`config.mk`:
```
export PLATFORM = sky130hd
export DESIGN_NAME = fk_ctrl
export DESIGN_NICKNAME = d
export VERILOG_FILES = /design/src/rtl/fk_pkg.sv /design/src/rtl/fk_ctrl.sv
export SDC_FILE = /design/constraint.sdc
export NUM_CORES = 1
export LEC_CHECK = 0
export ABC_AREA = 1
export ABC_CLOCK_PERIOD_IN_PS = 1700
export BUFFER_PORTS_ARGS = -buffer_cell sky130_fd_sc_hd__buf_4
export CORE_AREA = 10 10 47 49
export CTS_CLUSTER_SIZE = 14
export DETAILED_ROUTE_END_ITERATION = 6
export DIE_AREA = 0 0 57 59
export GPL_ROUTABILITY_DRIVEN = 0
export SETUP_SLACK_MARGIN = 0.02
export SLEW_MARGIN = 20
export SYNTH_ARGS = -nofsm -noshare
export SYNTH_HDL_FRONTEND = slang
export SYNTH_SLANG_ARGS = --single-unit
```
`constraint.sdc`:
```
create_clock -name clk -period 1.7 [get_ports clk]
set_clock_uncertainty 0.2 [all_clocks]
set_input_delay 0.17 -clock clk [delete_from_list [all_inputs] [get_ports clk]]
set_output_delay 0.17 -clock clk [all_outputs]
set_load 0.01 [all_outputs]
```
`src/rtl/fk_pkg.sv`:
```
package fk_pkg;

    typedef enum logic [1:0] {
        FK_IDLE,
        FK_BODY,
        FK_TAIL,
        FK_DROP
    } fk_state_t;

endpackage

```
`src/rtl/fk_ctrl.sv`:
```
module fk_ctrl
    import fk_pkg::*;
(
    input  logic      clk,
    input  logic      rst_n,
    input  logic      valid_i,
    input  logic      single_i,
    input  logic      at_last_i,
    output fk_state_t state_o,
    output logic      take_hdr_o,
    output logic      take_word_o,
    output logic      last_o,
    output logic      fault_o
);

    fk_state_t state_q;
    fk_state_t state_d;

    always_ff @(posedge clk or negedge rst_n) begin
        if (!rst_n) state_q <= FK_IDLE;
        else        state_q <= state_d;
    end

    always_comb begin
        state_d     = state_q;
        take_hdr_o  = 1'b0;
        take_word_o = 1'b0;
        last_o      = 1'b0;
        fault_o     = 1'b0;
        unique case (state_q)
            FK_IDLE: begin
                if (valid_i) begin
                    take_hdr_o = 1'b1;
                    last_o     = single_i;
                    state_d    = single_i ? FK_TAIL : FK_BODY;
                end
            end
            FK_BODY: begin
                if (valid_i) begin
                    take_word_o = 1'b1;
                    last_o      = at_last_i;
                    state_d     = at_last_i ? FK_TAIL : FK_BODY;
                end else begin
                    fault_o = 1'b1;
                    state_d = FK_IDLE;
                end
            end
            FK_TAIL: begin
                if (valid_i) begin
                    fault_o = 1'b1;
                    state_d = FK_DROP;
                end else begin
                    state_d = FK_IDLE;
                end
            end
            FK_DROP: begin
                if (!valid_i) state_d = FK_IDLE;
            end
            default: state_d = FK_IDLE;
        endcase
    end

    always_comb state_o = state_q;

    // a discarded word never leaves the drop state
    assert_drop_hold_R7: assert property (@(posedge clk) disable iff (!rst_n)
        (state_q == FK_DROP && valid_i) |=> (state_q == FK_DROP));

endmodule

```
==> results by group <==
Outcome
  – Outcome: finished clean

Power
  – NetSw: 187 uW
  – LEAKAGE: 0.189 nW
  – Power density over the cells: 1460 nW/um^2
  – Peak VDD IR: 0.000437 V
  – Sequential share of power: 0.244
  – Post-layout power: 446 uW
  – Combinational Power Share: 0.523
  – Clock network fraction of design power: 0.233
  – Total internal power: 259 uW
  – Switching Fraction: 0.419

Synthesis
  – Post-synthesis sequential area ratio: 0.282
  – Cell count after synthesis: 33
  – Fraction of registers with async set/reset: 1.00
  – Synth Flop Type: sky130_fd_sc_hd__dfrtp_1
  – Most frequent cell after synthesis: sky130_fd_sc_hd__nand2_1
  – Number of flip-flops and latches in the synthesized netlist: 2
  – Post-synth EDFFs: 0
  – Number of nets in the synthesized netlist: 38
  – Netlist area before placement: 178 um^2
  – Cell type with the largest total area after synthesis: sky130_fd_sc_hd__dfrtp_1
  – Number of warnings issued by yosys: 0
  – Main area contributors after synthesis: sky130_fd_sc_hd__dfrtp_1, sky130_fd_sc_hd__nand2_1, sky130_fd_sc_hd__inv_1
  – Top-area cell type share of the netlist area: 0.282
  – Per-instance average area after synthesis: 5.38 um^2
  – Count of cell types in the netlist: 8
  – Leading cell types by count after synthesis: sky130_fd_sc_hd__nand2_1, sky130_fd_sc_hd__inv_1, sky130_fd_sc_hd__nor2_1

Timing
  – Max-Slew Margin vs Limit: 0.841
  – Max Slew Vio Count: 0
  – Worst Max-Slew Pin Slew: 238 ps
  – Final TNS setup: 0 ps
  – # setup viols final: 0
  – Worst Hold Slack: 36.7 ps
  – Final critical-path share of the clock period: 0.880
  – Final-report hold violation count: 0
  – Setup repair after global routing missed its margin: no
  – PnR worst setup slack: 203 ps
  – Shortest period the worst path allows: 1500 ps
  – Highest achievable clock rate: 668 MHz

Critical path
  – Start-to-end type of the worst setup path: reg2out
  – Crit path cell chain: inv_1 > nand2_1 > o21ai_0 > buf_4
  – Crit path arrival time: 1130 ps
  – Startpoint kind of the worst setup timing path: flip-flop
  – Buf/Inv on CP: 2
  – Worst-path cell with the longest stage delay: sky130_fd_sc_hd__dfrtp_1
  – Worst path top cell family by delay: flip-flops
  – Maximum fanout along the worst path: 8
  – Stages on the worst setup path: 4
  – Element type at the critical path end: primary output
  – Depth of the worst register-to-register path: 4
  – Data required time of the critical path: 1330 ps
  – Critical Path Max Stage Delay: 450 ps

Drt
  – Via count of the routed design: 230
  – Final wirelength: 532 um
  – Routed WL per cell: 8.44 um
  – Post-route ant nets: 0
  – Wire length on met1: 256 um
  – Post-detailed-route DRC marker count: 0
  – Drt first pass iters: 1
  – Highest routed layer: met3
  – DR vias/cell: 3.65
  – Detailed Route Iter0 Violations: 0
  – DR WL met2: 184 um
  – Wire length on met3: 92 um

Clocking
  – Number of buffers inserted during clock tree synthesis: 3
  – Sink Count: 2
  – Number of buffers between clock root and the deepest sink: 2
  – Clock transition at the registers of the reported paths: 30 ps
  – Root buffer cell: sky130_fd_sc_hd__clkbuf_4
  – Worst skew pair latency: 220 ps
  – H-tree depth: 1
  – Setup Fix Bufs, Post-CTS: 0
  – Post-CTS resize count: 0
  – Clock tree from TritonCTS: built

Min path
  – Hold Path Cell Cnt: 3
  – Class of the worst hold path: in2reg

Final layout
  – Net total in the final layout: 54
  – Syn-to-layout area delta: 71.8%
  – Core utilization of the finished layout: 0.218
  – Storage cell area: 50.0 um^2
  – Max reg flops: 2
  – Final cell area excluding filler cells: 305 um^2
  – Number of standard cells in the final layout excluding fillers: 63
  – Diode count: 0
  – Filler Cells Inserted: 165
  – Footprint of the multi-input gates: 101 um^2
  – Fraction of layout instances using a drive strength above 1: 0.319

Floorplan
  – Vert. Die Dim: 59 um
  – Core Footprint: 1400 um^2
  – Row cnt: 14
  – Starting density of the core: 0.127
  – Chip width: 57 um
  – Die footprint: 3360 um^2
  – I/O pin count: 11

GRT
  – Number of global-route vias before repair: 228
  – Pin count of the biggest net entering global routing: 9
  – Antenna violations before repair: 0
  – Total Routing Usage GR: 0.0346
  – Remaining Overflow, GRT: 0
  – Global-route wire length before repair: 903 um

Job
  – Number of max-capacitance violations reported: 0

Place
  – Cell total after placement: 59
  – Worst Setup Slack post-DPL: 438 ps
  – Placed standard-cell area: 273 um^2
  – Post-detail-place hpwl: 439 um
  – Input/output buffers: 10
==> routing by layer <==
layer,up-vias,global-route usage
met3,0,0.0429
met1,92,0.0369
met2,11,0.0403
li1,127,-
met5,-,0
met4,0,0.0101
==> power by group through the flow <==
stage	Sequential [mW]	Combinational, mW	Clock, mW
floorplan	0.113	0.120	0
global placement	0.108	0.234	0
detailed placement	0.107	0.236	0
CTS	0.107	0.238	0.111
global route	0.113	0.268	0.115
finish	0.109	0.233	0.104
==> cell usage in the layout (no fill, tap or decap), drive strengths merged <==
cell type / n
dfrtp: 2
nor3: 1
clkbuf: 3
nand3: 3
dlygate4sd3: 1
nor2: 6
o21ai: 1
inv: 7
nand2: 13
buf: 10
==> worst min-delay path: cells and delay by family <==
kind / cells / cell delay (ps)
simple gates: 2 / 130
buf+inv: 1 / 120
==> cell families (layout without fill, tap and decap cells) <==
| group | after synthesis | in the layout | synth area share |
|---|---|---|---|
| and+or+nand+nor | 23 | 23 | 0.542 |
| buffers and inverters | 7 | 21 | 0.148 |
| DFF | 2 | 2 | 0.282 |
| AOI/OAI and AO/OA | 1 | 1 | 0.0281 |
==> repair_timing <==
item                                    4_1_cts  5_1_grt
hold endpoints to repair                      2        0
hold buffers                                  1        0
endpoints found under the setup margin        0        0
==> layout make-up <==
type	count	share of cell area
multi-input combinational	24	0.332
tap	16	0.0656
clock buffer	3	0.0738
inverter	7	0.0861
sequential	2	0.164
timing repair buffer	11	0.279
==> worst paths after layout <==
kind	slack, ps	end	start
hold reg to reg	440	state_o[1]	state_o[0]
hold / removal	40	state_o[1]	valid_i
max in group asynchronous	1140	state_o[1]	rst_n
setup reg to reg	530	state_o[1]	state_o[1]
min in group asynchronous	60	state_o[0]	rst_n
setup / recovery	200	fault_o	state_o[1]
Note: power is estimated with default switching activity, not from simulation.
